### config.mk
export PLATFORM = sky130hd
export DESIGN_NAME = fp_insn_decoder
export DESIGN_NICKNAME = d
export VERILOG_FILES = /design/src/rtl/fpdec_pkg.sv /design/src/rtl/fpdec_ctrl.sv /design/src/rtl/fpdec_fields.sv /design/src/rtl/fp_insn_decoder.sv
export SDC_FILE = /design/constraint.sdc
export NUM_CORES = 1
export LEC_CHECK = 0
export BUFFER_PORTS_ARGS = -buffer_cell sky130_fd_sc_hd__clkbuf_2
export CORE_MARGIN = 5
export CORE_UTILIZATION = 40
export DETAILED_ROUTE_END_ITERATION = 12
export PLACE_DENSITY_LB_ADDON = 0.2
export SLEW_MARGIN = 20
export SYNTH_ARGS = -nofsm -noshare
export SYNTH_HDL_FRONTEND = slang
export SYNTH_SLANG_ARGS = --single-unit
export TNS_END_PERCENT = 100
### constraint.sdc
create_clock -name vclk -period 10.23
set_input_delay 2.046 -clock vclk [all_inputs]
set_output_delay 2.046 -clock vclk [all_outputs]
set_load 0.01 [all_outputs]
### src/rtl/fpdec_pkg.sv
package fpdec_pkg;
  localparam int INSN_W  = 32;
  localparam int PRIM_W  = 6;
  localparam int XO_W    = 10;
  localparam int XO5_W   = 5;
  localparam int REG_W   = 5;
  localparam int CRF_W   = 3;
  localparam int IMM_W   = 4;
  localparam int MASK_W  = 8;
  localparam int DISP_W  = 16;
  localparam int OP_W    = 6;
  localparam int FORM_W  = 4;
  localparam int LOW_W   = INSN_W - PRIM_W;   // bits carrying fields
  localparam int T_LSB   = 21;
  localparam int A_LSB   = 16;
  localparam int B_LSB   = 11;
  localparam int C_LSB   = 6;
  localparam int CRF_LSB = 23;
  localparam int CRS_LSB = 18;
  localparam int IMM_LSB = 12;
  localparam int MSK_LSB = 17;

  typedef enum logic [OP_W-1:0] {
    OP_NONE, OP_LD_S, OP_LD_D, OP_ST_S, OP_ST_D, OP_ST_IW,
    OP_DIV, OP_SUB, OP_ADD, OP_SQRT, OP_RECIP_EST, OP_MUL, OP_RSQRT_EST,
    OP_MSUB, OP_MADD, OP_NMSUB, OP_NMADD, OP_SEL,
    OP_CMP_U, OP_CMP_O, OP_RND_SGL, OP_CVT_W, OP_CVT_WZ,
    OP_NEG, OP_ABS, OP_NABS, OP_MOVE,
    OP_STAT_RD, OP_STAT_WRF, OP_STAT_IMM, OP_STAT_SET, OP_STAT_CLR, OP_STAT_TOCR
  } fpOp_e;

  typedef enum logic [FORM_W-1:0] {
    FORM_NONE = 4'd0, FORM_AB = 4'd1, FORM_AC = 4'd2, FORM_ABC = 4'd3,
    FORM_D = 4'd4, FORM_DU = 4'd5, FORM_X = 4'd6, FORM_XB = 4'd7,
    FORM_XE = 4'd8, FORM_XEU = 4'd9, FORM_CMP = 4'd10, FORM_CRL = 4'd11,
    FORM_BIT = 4'd12, FORM_IMM = 4'd13, FORM_MASK = 4'd14
  } fpForm_e;

  typedef struct packed {
    logic selT;
    logic selA;
    logic selB;
    logic selC;
    logic selDisp;
    logic selCrf;
    logic selCrs;
    logic selImm;
    logic selMask;
    logic selBit;
  } fieldStrobe_t;
endpackage

### src/rtl/fpdec_ctrl.sv
module fpdec_ctrl
  import fpdec_pkg::*;
(
  input  logic [PRIM_W-1:0] prim,
  input  logic [XO_W-1:0]   xo,
  input  logic              rc,
  output fpOp_e             op,
  output fpForm_e           form,
  output logic              isDouble,
  output logic              record,
  output logic              illegal,
  output fieldStrobe_t      stb
);
  localparam logic [XO5_W-1:0] XO5_SEL = 5'd23;

  logic [XO5_W-1:0] xo5;
  assign xo5 = xo[XO5_W-1:0];

  // Short-form arithmetic table shared by single and double precision.
  function automatic fpOp_e arithOf(input logic [XO5_W-1:0] v, input logic allowSel);
    case (v)
      5'd18:   arithOf = OP_DIV;
      5'd20:   arithOf = OP_SUB;
      5'd21:   arithOf = OP_ADD;
      5'd22:   arithOf = OP_SQRT;
      5'd24:   arithOf = OP_RECIP_EST;
      5'd25:   arithOf = OP_MUL;
      5'd26:   arithOf = OP_RSQRT_EST;
      5'd28:   arithOf = OP_MSUB;
      5'd29:   arithOf = OP_MADD;
      5'd30:   arithOf = OP_NMSUB;
      5'd31:   arithOf = OP_NMADD;
      XO5_SEL: arithOf = allowSel ? OP_SEL : OP_NONE;
      default: arithOf = OP_NONE;
    endcase
  endfunction

  function automatic fpForm_e arithForm(input fpOp_e o);
    case (o)
      OP_DIV, OP_SUB, OP_ADD:                  arithForm = FORM_AB;
      OP_MUL:                                  arithForm = FORM_AC;
      OP_MSUB, OP_MADD, OP_NMSUB, OP_NMADD,
      OP_SEL:                                  arithForm = FORM_ABC;
      OP_SQRT, OP_RECIP_EST, OP_RSQRT_EST:     arithForm = FORM_XB;
      default:                                 arithForm = FORM_NONE;
    endcase
  endfunction

  fpOp_e   rawOp;
  fpForm_e rawForm;
  logic    rawDbl;

  always_comb begin
    rawOp   = OP_NONE;
    rawForm = FORM_NONE;
    rawDbl  = 1'b0;
    case (prim)
      6'd48, 6'd49, 6'd50, 6'd51, 6'd52, 6'd53, 6'd54, 6'd55: begin
        rawDbl  = prim[1];
        rawOp   = prim[2] ? (prim[1] ? OP_ST_D : OP_ST_S)
                          : (prim[1] ? OP_LD_D : OP_LD_S);
        rawForm = prim[0] ? FORM_DU : FORM_D;
      end
      6'd31: begin
        case (xo) inside
          10'd983: begin
            rawOp   = OP_ST_IW;
            rawForm = FORM_XE;
          end
          10'b10???10111: begin
            rawDbl  = xo[6];
            rawOp   = xo[7] ? (xo[6] ? OP_ST_D : OP_ST_S)
                            : (xo[6] ? OP_LD_D : OP_LD_S);
            rawForm = xo[5] ? FORM_XEU : FORM_XE;
          end
          default: ;
        endcase
      end
      6'd59: begin
        rawOp   = arithOf(xo5, 1'b0);
        rawForm = arithForm(rawOp);
      end
      6'd63: begin
        rawDbl = 1'b1;
        if (xo[4]) begin
          rawOp   = arithOf(xo5, 1'b1);
          rawForm = arithForm(rawOp);
        end else begin
          case (xo)
            10'd0:   begin rawOp = OP_CMP_U;     rawForm = FORM_CMP;  end
            10'd32:  begin rawOp = OP_CMP_O;     rawForm = FORM_CMP;  end
            10'd12:  begin rawOp = OP_RND_SGL;   rawForm = FORM_XB;   end
            10'd14:  begin rawOp = OP_CVT_W;     rawForm = FORM_XB;   end
            10'd15:  begin rawOp = OP_CVT_WZ;    rawForm = FORM_XB;   end
            10'd40:  begin rawOp = OP_NEG;       rawForm = FORM_XB;   end
            10'd72:  begin rawOp = OP_MOVE;      rawForm = FORM_XB;   end
            10'd136: begin rawOp = OP_NABS;      rawForm = FORM_XB;   end
            10'd264: begin rawOp = OP_ABS;       rawForm = FORM_XB;   end
            10'd38:  begin rawOp = OP_STAT_SET;  rawForm = FORM_BIT;  end
            10'd70:  begin rawOp = OP_STAT_CLR;  rawForm = FORM_BIT;  end
            10'd64:  begin rawOp = OP_STAT_TOCR; rawForm = FORM_CRL;  end
            10'd134: begin rawOp = OP_STAT_IMM;  rawForm = FORM_IMM;  end
            10'd583: begin rawOp = OP_STAT_RD;   rawForm = FORM_X;    end
            10'd711: begin rawOp = OP_STAT_WRF;  rawForm = FORM_MASK; end
            default: ;
          endcase
        end
      end
      default: ;
    endcase
  end

  always_comb begin
    illegal  = (rawOp == OP_NONE);
    op       = rawOp;
    form     = illegal ? FORM_NONE : rawForm;
    isDouble = rawDbl & ~illegal;
    record   = rc & ~illegal;
    stb      = '0;
    case (form)
      FORM_D, FORM_DU:           begin stb.selT = 1'b1; stb.selA = 1'b1; stb.selDisp = 1'b1; end
      FORM_XE, FORM_XEU, FORM_AB: begin stb.selT = 1'b1; stb.selA = 1'b1; stb.selB = 1'b1; end
      FORM_AC:                   begin stb.selT = 1'b1; stb.selA = 1'b1; stb.selC = 1'b1; end
      FORM_ABC: begin
        stb.selT = 1'b1; stb.selA = 1'b1; stb.selB = 1'b1; stb.selC = 1'b1;
      end
      FORM_XB:                   begin stb.selT = 1'b1; stb.selB = 1'b1; end
      FORM_X:                    stb.selT = 1'b1;
      FORM_CMP:                  begin stb.selCrf = 1'b1; stb.selA = 1'b1; stb.selB = 1'b1; end
      FORM_CRL:                  begin stb.selCrf = 1'b1; stb.selCrs = 1'b1; end
      FORM_BIT:                  stb.selBit = 1'b1;
      FORM_IMM:                  begin stb.selCrf = 1'b1; stb.selImm = 1'b1; end
      FORM_MASK:                 begin stb.selMask = 1'b1; stb.selB = 1'b1; end
      default: ;
    endcase
  end

  always_comb begin

    illegal_quiet_chk: assert (!illegal || (form == FORM_NONE && !isDouble && !record && stb == '0))
      else $error("illegal word left outputs active");

    prim_known_chk: assert (illegal || prim inside {6'd31, 6'd59, 6'd63, [6'd48:6'd55]})
      else $error("unknown primary opcode accepted");

    mem_form_chk: assert (!(op inside {OP_LD_S, OP_LD_D, OP_ST_S, OP_ST_D, OP_ST_IW}) ||
                          (form inside {FORM_D, FORM_DU, FORM_XE, FORM_XEU}))
      else $error("memory op with non-memory form");

    status_excl_chk: assert ($onehot0({stb.selBit, stb.selImm, stb.selMask, stb.selCrs}))
      else $error("status field strobes overlap");
  end
endmodule

### src/rtl/fpdec_fields.sv
module fpdec_fields
  import fpdec_pkg::*;
(
  input  logic [LOW_W-1:0]  bits,
  input  fieldStrobe_t      stb,
  output logic [REG_W-1:0]  regT,
  output logic [REG_W-1:0]  regA,
  output logic [REG_W-1:0]  regB,
  output logic [REG_W-1:0]  regC,
  output logic [CRF_W-1:0]  crField,
  output logic [CRF_W-1:0]  crSrc,
  output logic [IMM_W-1:0]  imm4,
  output logic [MASK_W-1:0] fieldMask,
  output logic [REG_W-1:0]  bitNum,
  output logic [DISP_W-1:0] disp
);
  assign regT      = stb.selT    ? bits[T_LSB   +: REG_W]  : '0;
  assign regA      = stb.selA    ? bits[A_LSB   +: REG_W]  : '0;
  assign regB      = stb.selB    ? bits[B_LSB   +: REG_W]  : '0;
  assign regC      = stb.selC    ? bits[C_LSB   +: REG_W]  : '0;
  assign crField   = stb.selCrf  ? bits[CRF_LSB +: CRF_W]  : '0;
  assign crSrc     = stb.selCrs  ? bits[CRS_LSB +: CRF_W]  : '0;
  assign imm4      = stb.selImm  ? bits[IMM_LSB +: IMM_W]  : '0;
  assign fieldMask = stb.selMask ? bits[MSK_LSB +: MASK_W] : '0;
  assign bitNum    = stb.selBit  ? bits[T_LSB   +: REG_W]  : '0;
  assign disp      = stb.selDisp ? bits[0       +: DISP_W] : '0;

  always_comb begin

    disp_alone_chk: assert (disp == '0 || (regB == '0 && regC == '0 && crField == '0))
      else $error("displacement routed beside register fields");

    mask_no_target_chk: assert (fieldMask == '0 || (regT == '0 && regA == '0))
      else $error("field mask routed beside T/A");
  end
endmodule

### src/rtl/fp_insn_decoder.sv
module fp_insn_decoder
  import fpdec_pkg::*;
(
  input  logic [INSN_W-1:0] insn,
  output logic [OP_W-1:0]   op,
  output logic [FORM_W-1:0] form,
  output logic              isDouble,
  output logic              record,
  output logic              illegal,
  output logic [REG_W-1:0]  regT,
  output logic [REG_W-1:0]  regA,
  output logic [REG_W-1:0]  regB,
  output logic [REG_W-1:0]  regC,
  output logic [CRF_W-1:0]  crField,
  output logic [CRF_W-1:0]  crSrc,
  output logic [IMM_W-1:0]  imm4,
  output logic [MASK_W-1:0] fieldMask,
  output logic [REG_W-1:0]  bitNum,
  output logic [DISP_W-1:0] disp
);
  fpOp_e        ctlOp;
  fpForm_e      ctlForm;
  fieldStrobe_t stb;

  fpdec_ctrl i_ctrl (
    .prim     (insn[INSN_W-1 -: PRIM_W]),
    .xo       (insn[XO_W:1]),
    .rc       (insn[0]),
    .op       (ctlOp),
    .form     (ctlForm),
    .isDouble (isDouble),
    .record   (record),
    .illegal  (illegal),
    .stb      (stb)
  );

  fpdec_fields i_fields (
    .bits      (insn[LOW_W-1:0]),
    .stb       (stb),
    .regT      (regT),
    .regA      (regA),
    .regB      (regB),
    .regC      (regC),
    .crField   (crField),
    .crSrc     (crSrc),
    .imm4      (imm4),
    .fieldMask (fieldMask),
    .bitNum    (bitNum),
    .disp      (disp)
  );

  assign op   = ctlOp;
  assign form = ctlForm;
endmodule

==> results of run 1 <==
cell usage after synthesis (2+ instances only):
cell type,n,share of area
and2_1,53,0.17
nand2_1,19,0.038
ha_1,15,0.099
nor2_1,15,0.030
nor3_1,12,0.032
inv_1,9,0.018
nand2b_1,9,0.030
nor2b_1,9,0.030
and3_1,8,0.026
nand3_1,7,0.018
o21ai_0,7,0.018
a21oi_1,6,0.016
buf_2,6,0.016
o211ai_1,5,0.020
o21a_1,5,0.020
a211oi_1,4,0.016
nand3b_1,4,0.016
nand4_1,4,0.013
nor3_2,4,0.021
nor3b_1,4,0.016
a31oi_1,3,0.0099
clkbuf_1,3,0.0059
nor4_1,3,0.0099
or3_1,3,0.0099
a2111o_1,2,0.012
and3b_1,2,0.0092
buf_4,2,0.0079
buf_6,2,0.012
inv_2,2,0.0039
nand4b_1,2,0.0092
nor4b_2,2,0.016
o2111a_1,2,0.012
o21ai_1,2,0.0053
o21bai_1,2,0.0079
or2_2,2,0.0066
power by group:
part           internal, mW  leakage [nW]  total [mW]  switching, mW
clock                     0             0           0              0
combinational        0.0216          1.16      0.0561         0.0345
sequential                0             0           0              0
total                0.0216          1.16      0.0561         0.0345
metrics by stage:
step | util | instance area [um2] | std cells
after floorplan | - | 1900 | 271
after global placement | 0.517 | 2410 | 416
after detailed placement | 0.517 | 2410 | 416
after CTS | 0.517 | 2410 | 416
after global routing | 0.517 | 2410 | 416
final | 0.517 | 2410 | 416
path summary, 6_finish.rpt:
kind	startpoint	end	slack, ns	depth (start not counted)
setup / recovery	insn[2]	regA[4]	2.68	14
hold / removal	insn[0]	disp[0]	4.40	3
layout make-up:
class	count	area share
inverters	11	0.0171
multi-input cells	247	0.739
well taps	54	0.0280
repair buffers	104	0.216
cell families (layout without fill, tap and decap cells):
family / count (synthesis) / after routing / share of synthesized area
and+or+nand+nor: 167 / 167 / 0.534
adders and majority gates: 15 / 15 / 0.0987
AOI/OAI and AO/OA: 63 / 63 / 0.291
buffers and inverters: 24 / 115 / 0.0632
muxes: 2 / 2 / 0.0138
routing by layer:
| metal | routed length, um | share of wire |
|---|---|---|
| met1 | 2740 | 0.43 |
| met2 | 3180 | 0.50 |
| met3 | 352 | 0.056 |
| met4 | 37 | 0.0059 |
| met5 | 0 | 0 |
cell usage in the layout, fill, tap and decap left out, drive strengths merged, types with 8 or more instances in the layout:
cell / count
nand2: 19
o21ai: 9
nand2b: 9
nor2b: 9
inv: 11
clkbuf: 104
nor3: 16
nor2: 16
and2: 53
ha: 15
and3: 8
worst min-delay path, stage by stage:
cell      delay (ns)
clkbuf_2        0.08
and2_1          0.10
clkbuf_2        0.12
==> reports/metrics.yaml, run 1 <==
timing:
  fmax_mhz: 133
  drv_slew: 0
  finalSetupViolCount: 0
  worst_hold_slack_ns: 4.40
  period_minus_slack_ns: 7.55
  slew_headroom: 0.342
  finalHoldViolCount: 0
  period_share: 0.738
  setup_slack_ns: 2.68
  setup_tns_ns: 0
  rsz0062_at_grt: "no"
  worst_pin_slew_ns: 0.982
synthesis:
  avgSynthCellArea_um2: 7.02
  synth_area_um2: 1900
  syn_nets: 318
  synthCells: 271
  yosysWarnings: 0
  synth.distinct_cells: 67
  yosysSeqAreaShare: 0
global_routing:
  track_usage: 0.192
  use_met1: 0.248
  grt_start_max_net_pins: 23
  use_met2: 0.361
  gr-total-overflow: 0
  grt-busiest-layer: "met2"
  grt_pass1_wl_um: 10200
  met3_usage: 0.0136
  antenna_found_initial: 0
  grt_pass1_vias: 2221
final_layout:
  nClkBuffers: 0
  multi_input_area_um2: 1780
  fillers: 479
  synthToLayoutAreaGrowth_pct: 26.8
  final_nets: 411
  antenna_cells: 0
  register_area_um2: 0
  nFlopsAndLatches: 0
  drive_gt1_frac: 0.354
placed_design:
  place_hpwl_um: 5310
  port_buffers: 104
  gp_congestion: 0.883
  dp_slack_ns: 2.69
worst_setup_path:
  cpMaxStageDelayCell: "a2111oi_4"
  path_buf_inv: 4
  startpoint_type: "primary input"
  crit_fanout: 10
  end_kind: "primary output"
  path_cells: "clkbuf_2, inv_1, ha_1, nand2_1, o21a_1, o21ai_1, inv_1, ha_1, mux2_4, a2111oi_4, o21ai_1, a221oi_2, and3_1, clkbuf_2"
  worst-endpoint-required_ns: 8.18
  critical_path.max_stage_delay_ns: 0.62
  cp.arrival_ns: 5.50
  crit_family: "compound AO/OA/AOI/OAI gates"
  critPathKind: "in2out"
route:
  drc: 0
  firstDrtPassIters: 5
  antenna_left: 0
  totalWireLength_um: 6310
  wl_per_cell_um: 15.2
  drtIter0Drc: 134
  via_per_inst: 5.66
  via_count: 2356
floorplanning:
  rows: 25
  coreArea_um2: 4660
  io_pins: 104
  dieArea_um2: 6230
  dieHeight_um: 79.0
  die_w_um: 79.0
  start_util: 0.408
status:
  status: "finished, final reports clean"
pwr:
  power_density_nw_per_um2: 23.3
  vdd_drop_max_mv: 0.0134
  leakage_nw: 1.16
  finalPower_mw: 0.0561
worst_hold_path:
  min_path_type: "in2out"
run:
  maxCapViolCount: 0
clocking:
  ctsResizeCount: 0
  holdBufCountCts: 0
  cts_setup_buffers: 0
Note: power is estimated with default switching activity, not from simulation.
==> inputs of run 2 (changes only) <==
==> constraint.sdc (replaced) <==
create_clock -name vclk -period 7.7
set_input_delay 1.54 -clock vclk [all_inputs]
set_output_delay 1.54 -clock vclk [all_outputs]
set_load 0.01 [all_outputs]
==> run 2 against run 1 <==
  * Hold slack got worse by 1.0 ns
  * Wire length rose by 0.65%
  * Worst setup slack got worse by 1.5 ns
  * First-iteration DRC count increased by 18%
  * Sequential share of layout area stayed put
  * Combinational power rose by 33%
==> reports/metrics.yaml, run 2 (same netlist as run 1, synthesis figures left out) <==
floorplanning:
  rows: 25  # unchanged
  start_util: 0.408  # unchanged
  dieHeight_um: 79.0  # unchanged
  dieArea_um2: 6230  # unchanged
  die_w_um: 79.0  # unchanged
  coreArea_um2: 4660  # unchanged
  io_pins: 104  # unchanged
run:
  maxCapViolCount: 0  # unchanged
final_layout:
  register_area_um2: 0  # unchanged
  nClkBuffers: 0  # unchanged
  antenna_cells: 0  # unchanged
  final_common_cell: "clkbuf_2"
  drive_gt1_frac: 0.354  # unchanged
  post_layout_nonfiller_instances: 416  # unchanged
  final_nets: 411  # unchanged
  synthToLayoutAreaGrowth_pct: 26.8  # unchanged
  mostFrequentLayoutCells: "clkbuf_2, and2_1, nand2_1, nor2_1, ha_1"
  nFlopsAndLatches: 0  # unchanged
route:
  wl_per_cell_um: 15.3  # +0.65%
  via_per_inst: 5.66  # unchanged
  antenna_left: 0  # unchanged
  drc: 0  # unchanged
  totalWireLength_um: 6350  # +0.65%
  firstDrtPassIters: 4  # -1
  via_count: 2356  # unchanged
  drtIter0Drc: 158  # +18%
timing:
  setup_tns_ns: 0  # unchanged
  fmax_mhz: 153
  rsz0062_at_grt: "no"
  slew_headroom: 0.297  # -0.0452
  period_minus_slack_ns: 6.55
  finalHoldViolCount: 0  # unchanged
  worst_pin_slew_ns: 1.05  # +0.0674 ns
  drv_slew: 0  # unchanged
  finalSetupViolCount: 0  # unchanged
  period_share: 0.851
clocking:
  holdBufCountCts: 0  # unchanged
  cts_setup_buffers: 0  # unchanged
  ctsResizeCount: 0  # unchanged
placed_design:
  place_inst: 416  # unchanged
  gp_congestion: 0.884  # +0.15%
  place_hpwl_um: 5300  # -0.22%
  port_buffers: 104  # unchanged
pwr:
  leakage_nw: 1.16  # unchanged
  power_density_nw_per_um2: 30.9  # +33%
  vdd_drop_max_mv: 0.0172  # +28%
worst_hold_path:
  min_path_type: "in2out"
worst_setup_path:
  cpMaxStageDelayCell: "a2111oi_4"
  worst-endpoint-required_ns: 6.16  # -2.02 ns
  path_cells: "clkbuf_2, inv_1, ha_1, nand2_1, o21a_1, o21ai_1, inv_1, ha_1, mux2_4, a2111oi_4, nand4_1, and3b_1, and2_1, clkbuf_2"
  cp.arrival_ns: 5.01  # -0.49 ns
  critical_path.max_stage_delay_ns: 0.64  # +0.02 ns
  crit_fanout: 10  # unchanged
  end_kind: "primary output"
  startpoint_type: "primary input"
  critPathKind: "in2out"
global_routing:
  grt_pass1_vias: 2244  # +1.0%
  grt_start_max_net_pins: 23  # unchanged
  gr-total-overflow: 0  # unchanged
  track_usage: 0.198  # +0.00521
  antenna_found_initial: 0  # unchanged
  grt_pass1_wl_um: 10500  # +3.5%
status:
  status: "finished, final reports clean"
-- run 2: worst paths after layout --
check                 endpoint  slack, ns     start  cells after the start
worst max-delay path   regT[2]       1.15   insn[2]                     14
worst min-delay path   regB[2]       3.38  insn[13]                      4
-- run 2: through the flow --
| step | setup WS, ns | utilization | instance area, um2 | power [mW] | hold WS (ns) |
|---|---|---|---|---|---|
| 4_1_cts | 1.19 | 0.517 | 2410 | 0.0742 | 3.38 |
| 5_1_grt | 0.863 | 0.517 | 2410 | 0.0836 | 3.40 |
| 3_5_place_dp | 1.18 | 0.517 | 2410 | 0.0739 | 3.38 |
| 3_3_place_gp | 1.33 | 0.517 | 2410 | 0.0733 | 3.38 |
| 2_1_floorplan | 1.97 | - | 1900 | 0.0500 | 3.17 |
| 6_report | 1.15 | 0.517 | 2410 | 0.0746 | 3.38 |
-- run 2: metal layers --
| layer | share of wire | wire, um | track usage |
|---|---|---|---|
| met1 | 0.44 | 2760 | 0.267 |
| met2 | 0.51 | 3220 | 0.360 |
| met3 | 0.051 | 326 | 0.00907 |
| met4 | 0.0069 | 44 | 0.0172 |
| met5 | 0 | 0 | 0 |
-- run 2: cell type report --
cell class,instances,area [um2]
fillers,464,2250
well taps,54,67.6
inverters,11,41.3
repair buffers,104,520
multi-input cells,247,1780
-- run 2: critical path: cells and delay by family --
| kind | cells | cell delay (ns) |
|---|---|---|
| multiplexers | 1 | 0.29 |
| AO/OA/AOI/OAI | 3 | 1.18 |
| AND/OR/NAND/NOR | 4 | 0.86 |
| adder cells (fa/ha/maj) | 2 | 0.58 |
| buffers and inverters | 4 | 0.54 |
-- run 2: power breakdown --
part / switching [mW] / internal, mW
logic: 0.0459 / 0.0286
clock network: 0 / 0
registers: 0 / 0
==> inputs of run 3 (changes only) <==
--- a/config.mk
+++ b/config.mk
@@ -5,6 +5,7 @@
 export SDC_FILE = /design/constraint.sdc
 export NUM_CORES = 1
 export LEC_CHECK = 0
+export ABC_AREA = 1
 export BUFFER_PORTS_ARGS = -buffer_cell sky130_fd_sc_hd__clkbuf_2
 export CORE_MARGIN = 5
 export CORE_UTILIZATION = 40
==> run 3 against run 2 <==
  * Combinational power grew 6.6%
  * Die area grew 11%
  * Worst setup slack gained 0.81 ns
  * Final cell count grew 36%
  * Via count grew 16%
  * Wire length grew 5.8%
  * Total power grew 6.5%
  * Fmax grew 14%
  * Synthesized area grew 12%
  * Synthesized cell count grew 46%
  * Critical path depth grew 6
  * Global-route usage shrank 1.2 points
  * Critical path type unchanged
  * Critical endpoint is now regA[0]
==> reports/metrics.yaml, run 3 <==
clocking:
  holdBufCountCts: 0  # unchanged
  ctsResizeCount: 0  # unchanged
  cts_setup_buffers: 0  # unchanged
timing:
  period_minus_slack_ns: 5.74  # -0.808 ns
  slew_headroom: 0.730  # +0.433
  drv_slew: 0  # unchanged
  rsz0062_at_grt: "no"
  period_share: 0.746  # -0.105
  finalSetupViolCount: 0  # unchanged
  worst_pin_slew_ns: 0.405  # -0.644 ns
  setup_tns_ns: 0  # unchanged
  fmax_mhz: 174  # +14%
  setup_slack_ns: 1.96  # +0.808 ns
  finalHoldViolCount: 0  # unchanged
global_routing:
  grt_pass1_wl_um: 11400  # +8.0%
  gr-total-overflow: 0  # unchanged
  grt_pass1_vias: 2519  # +12%
  antenna_found_initial: 0  # unchanged
  track_usage: 0.185  # -0.0123
  grt_start_max_net_pins: 18  # -22%
final_layout:
  final_common_cell: "clkbuf_2"
  mostFrequentLayoutCells: "clkbuf_2, nand2_1, nor2_1, inv_1, nor2_2"
  nFlopsAndLatches: 0  # unchanged
  antenna_cells: 0  # unchanged
  synthToLayoutAreaGrowth_pct: 25.6
  drive_gt1_frac: 0.383  # +0.0290
  register_area_um2: 0  # unchanged
  final_nets: 543  # +32%
  nClkBuffers: 0  # unchanged
pwr:
  sequentialPowerShare: 0  # unchanged
  leakage_nw: 1.70  # +46%
  vdd_drop_max_mv: 0.0184  # +7.2%
  share_comb_of_total_power: 1.000  # about the same
  power.internal_mw: 0.0261  # -8.9%
  swShare: 0.672  # +0.0558
  power_frac_clock: 0  # unchanged
  p_switching_mw: 0.0534  # +16%
  power_density_nw_per_um2: 29.7  # -4.2%
route:
  via_count: 2726  # +16%
  totalWireLength_um: 6720  # +5.8%
  drtIter0Drc: 146  # -7.6%
  drc: 0  # unchanged
  antenna_left: 0  # unchanged
  wl_per_cell_um: 11.9  # -22%
  firstDrtPassIters: 4  # unchanged
  via_per_inst: 4.83  # -15%
synthesis:
  synth.cells.most_frequent: "nand2_1, nor2_1, inv_1"
  synthCells: 396  # +46%
  synth_top_area_frac: 0.146  # -0.0283
  synth_area_um2: 2130  # +12%
  synth_area_leader_cell: "nand2_1"
  synth.area.top_cells: "nand2_1, nor2_1, inv_1, ha_1, nor2_2"
  synth.distinct_cells: 32  # -52%
  avgSynthCellArea_um2: 5.39  # -23%
  yosysSeqAreaShare: 0  # unchanged
  syn_nets: 443  # +39%
  yosysWarnings: 0  # unchanged
worst_setup_path:
  cp.arrival_ns: 4.20  # -0.81 ns
  startpoint_type: "primary input"
  crit_fanout: 17  # +7
  worst-endpoint-required_ns: 6.16  # about the same
  critPathKind: "in2out"
  end_kind: "primary output"
placed_design:
  gp_congestion: 0.948  # +7.2%
  place_hpwl_um: 5950  # +12%
  port_buffers: 104  # unchanged
  dp_slack_ns: 1.98  # +0.797 ns
floorplanning:
  rows: 26  # +4.0%
  start_util: 0.415  # +0.00699
  io_pins: 104  # unchanged
  coreArea_um2: 5140  # +10%
  dieArea_um2: 6890  # +11%
  dieHeight_um: 83.0  # +5.2%
  die_w_um: 83.0  # +5.2%
status:
  status: "finished, final reports clean"
worst_hold_path:
  min_path_type: "in2out"
run:
  maxCapViolCount: 0  # unchanged
==> run 3: cell count changes in the layout (fill, tap and decap cells not counted), moves of 22 or more <==
cell,before,now
nor2_1,15,83
nand2_1,19,83
and2_1,53,0
inv_1,9,55
nor2_2,1,30
nand3_1,7,29
==> run 3: worst paths after layout <==
check	from	end	slack [ns]	cells after the start
worst max-delay path	insn[1]	regA[0]	1.96	20
worst min-delay path	insn[16]	regA[0]	3.37	4
==> run 3: power by group through the flow <==
stage | combinational (mW) | clock, mW | sequential, mW
floorplan | 0.0573 | 0 | 0
global placement | 0.0791 | 0 | 0
detailed placement | 0.0795 | 0 | 0
CTS | 0.0798 | 0 | 0
global route | 0.0895 | 0 | 0
finish | 0.0795 | 0 | 0
==> run 3: routing by layer <==
metal | track usage | routed length, um | share of wire | vias to the layer above
li1 | - | - | - | 1433
met1 | 0.237 | 2940 | 0.44 | 1200
met4 | 0.0193 | 40 | 0.0060 | 0
met3 | 0.0337 | 479 | 0.071 | 4
met2 | 0.332 | 3260 | 0.48 | 89
met5 | 0 | 0 | 0 | -
==> run 3: kinds of logic after synthesis <==
family | after synthesis | synth area share
simple gates | 278 | 0.679
buf+inv | 71 | 0.144
fa+ha+maj | 15 | 0.0880
compound gates | 32 | 0.0892
==> run 3: metrics by stage <==
stage	power [mW]	hold slack (ns)	utilization	area (um2)	instances
3_5_place_dp	0.0795	3.37	0.521	2680	564
6_report	0.0795	3.37	0.521	2680	564
5_1_grt	0.0895	3.39	0.521	2680	564
4_1_cts	0.0798	3.37	0.521	2680	564
3_3_place_gp	0.0791	3.36	0.521	2680	564
2_1_floorplan	0.0573	3.17	-	2130	396
==> run 3: layout make-up <==
class | instances | area, um2
repair buffers | 104 | 520
fillers | 564 | 2460
multi-input cells | 325 | 1830
inverters | 65 | 246
well taps | 70 | 87.6
==> run 3: worst max-delay path, cell delays in order <==
cell	delay [ns]
clkbuf_2	0.14
inv_1	0.10
ha_1	0.21
inv_1	0.17
nand2_1	0.09
o21ai_2	0.09
nand2_4	0.09
nand3_4	0.10
ha_1	0.16
inv_1	0.05
o21ai_0	0.15
nand2_1	0.07
nand2_1	0.09
nand2_2	0.08
nor2_4	0.25
nand4_4	0.33
nand3_2	0.20
nor2_4	0.08
nor2_2	0.08
clkbuf_2	0.13
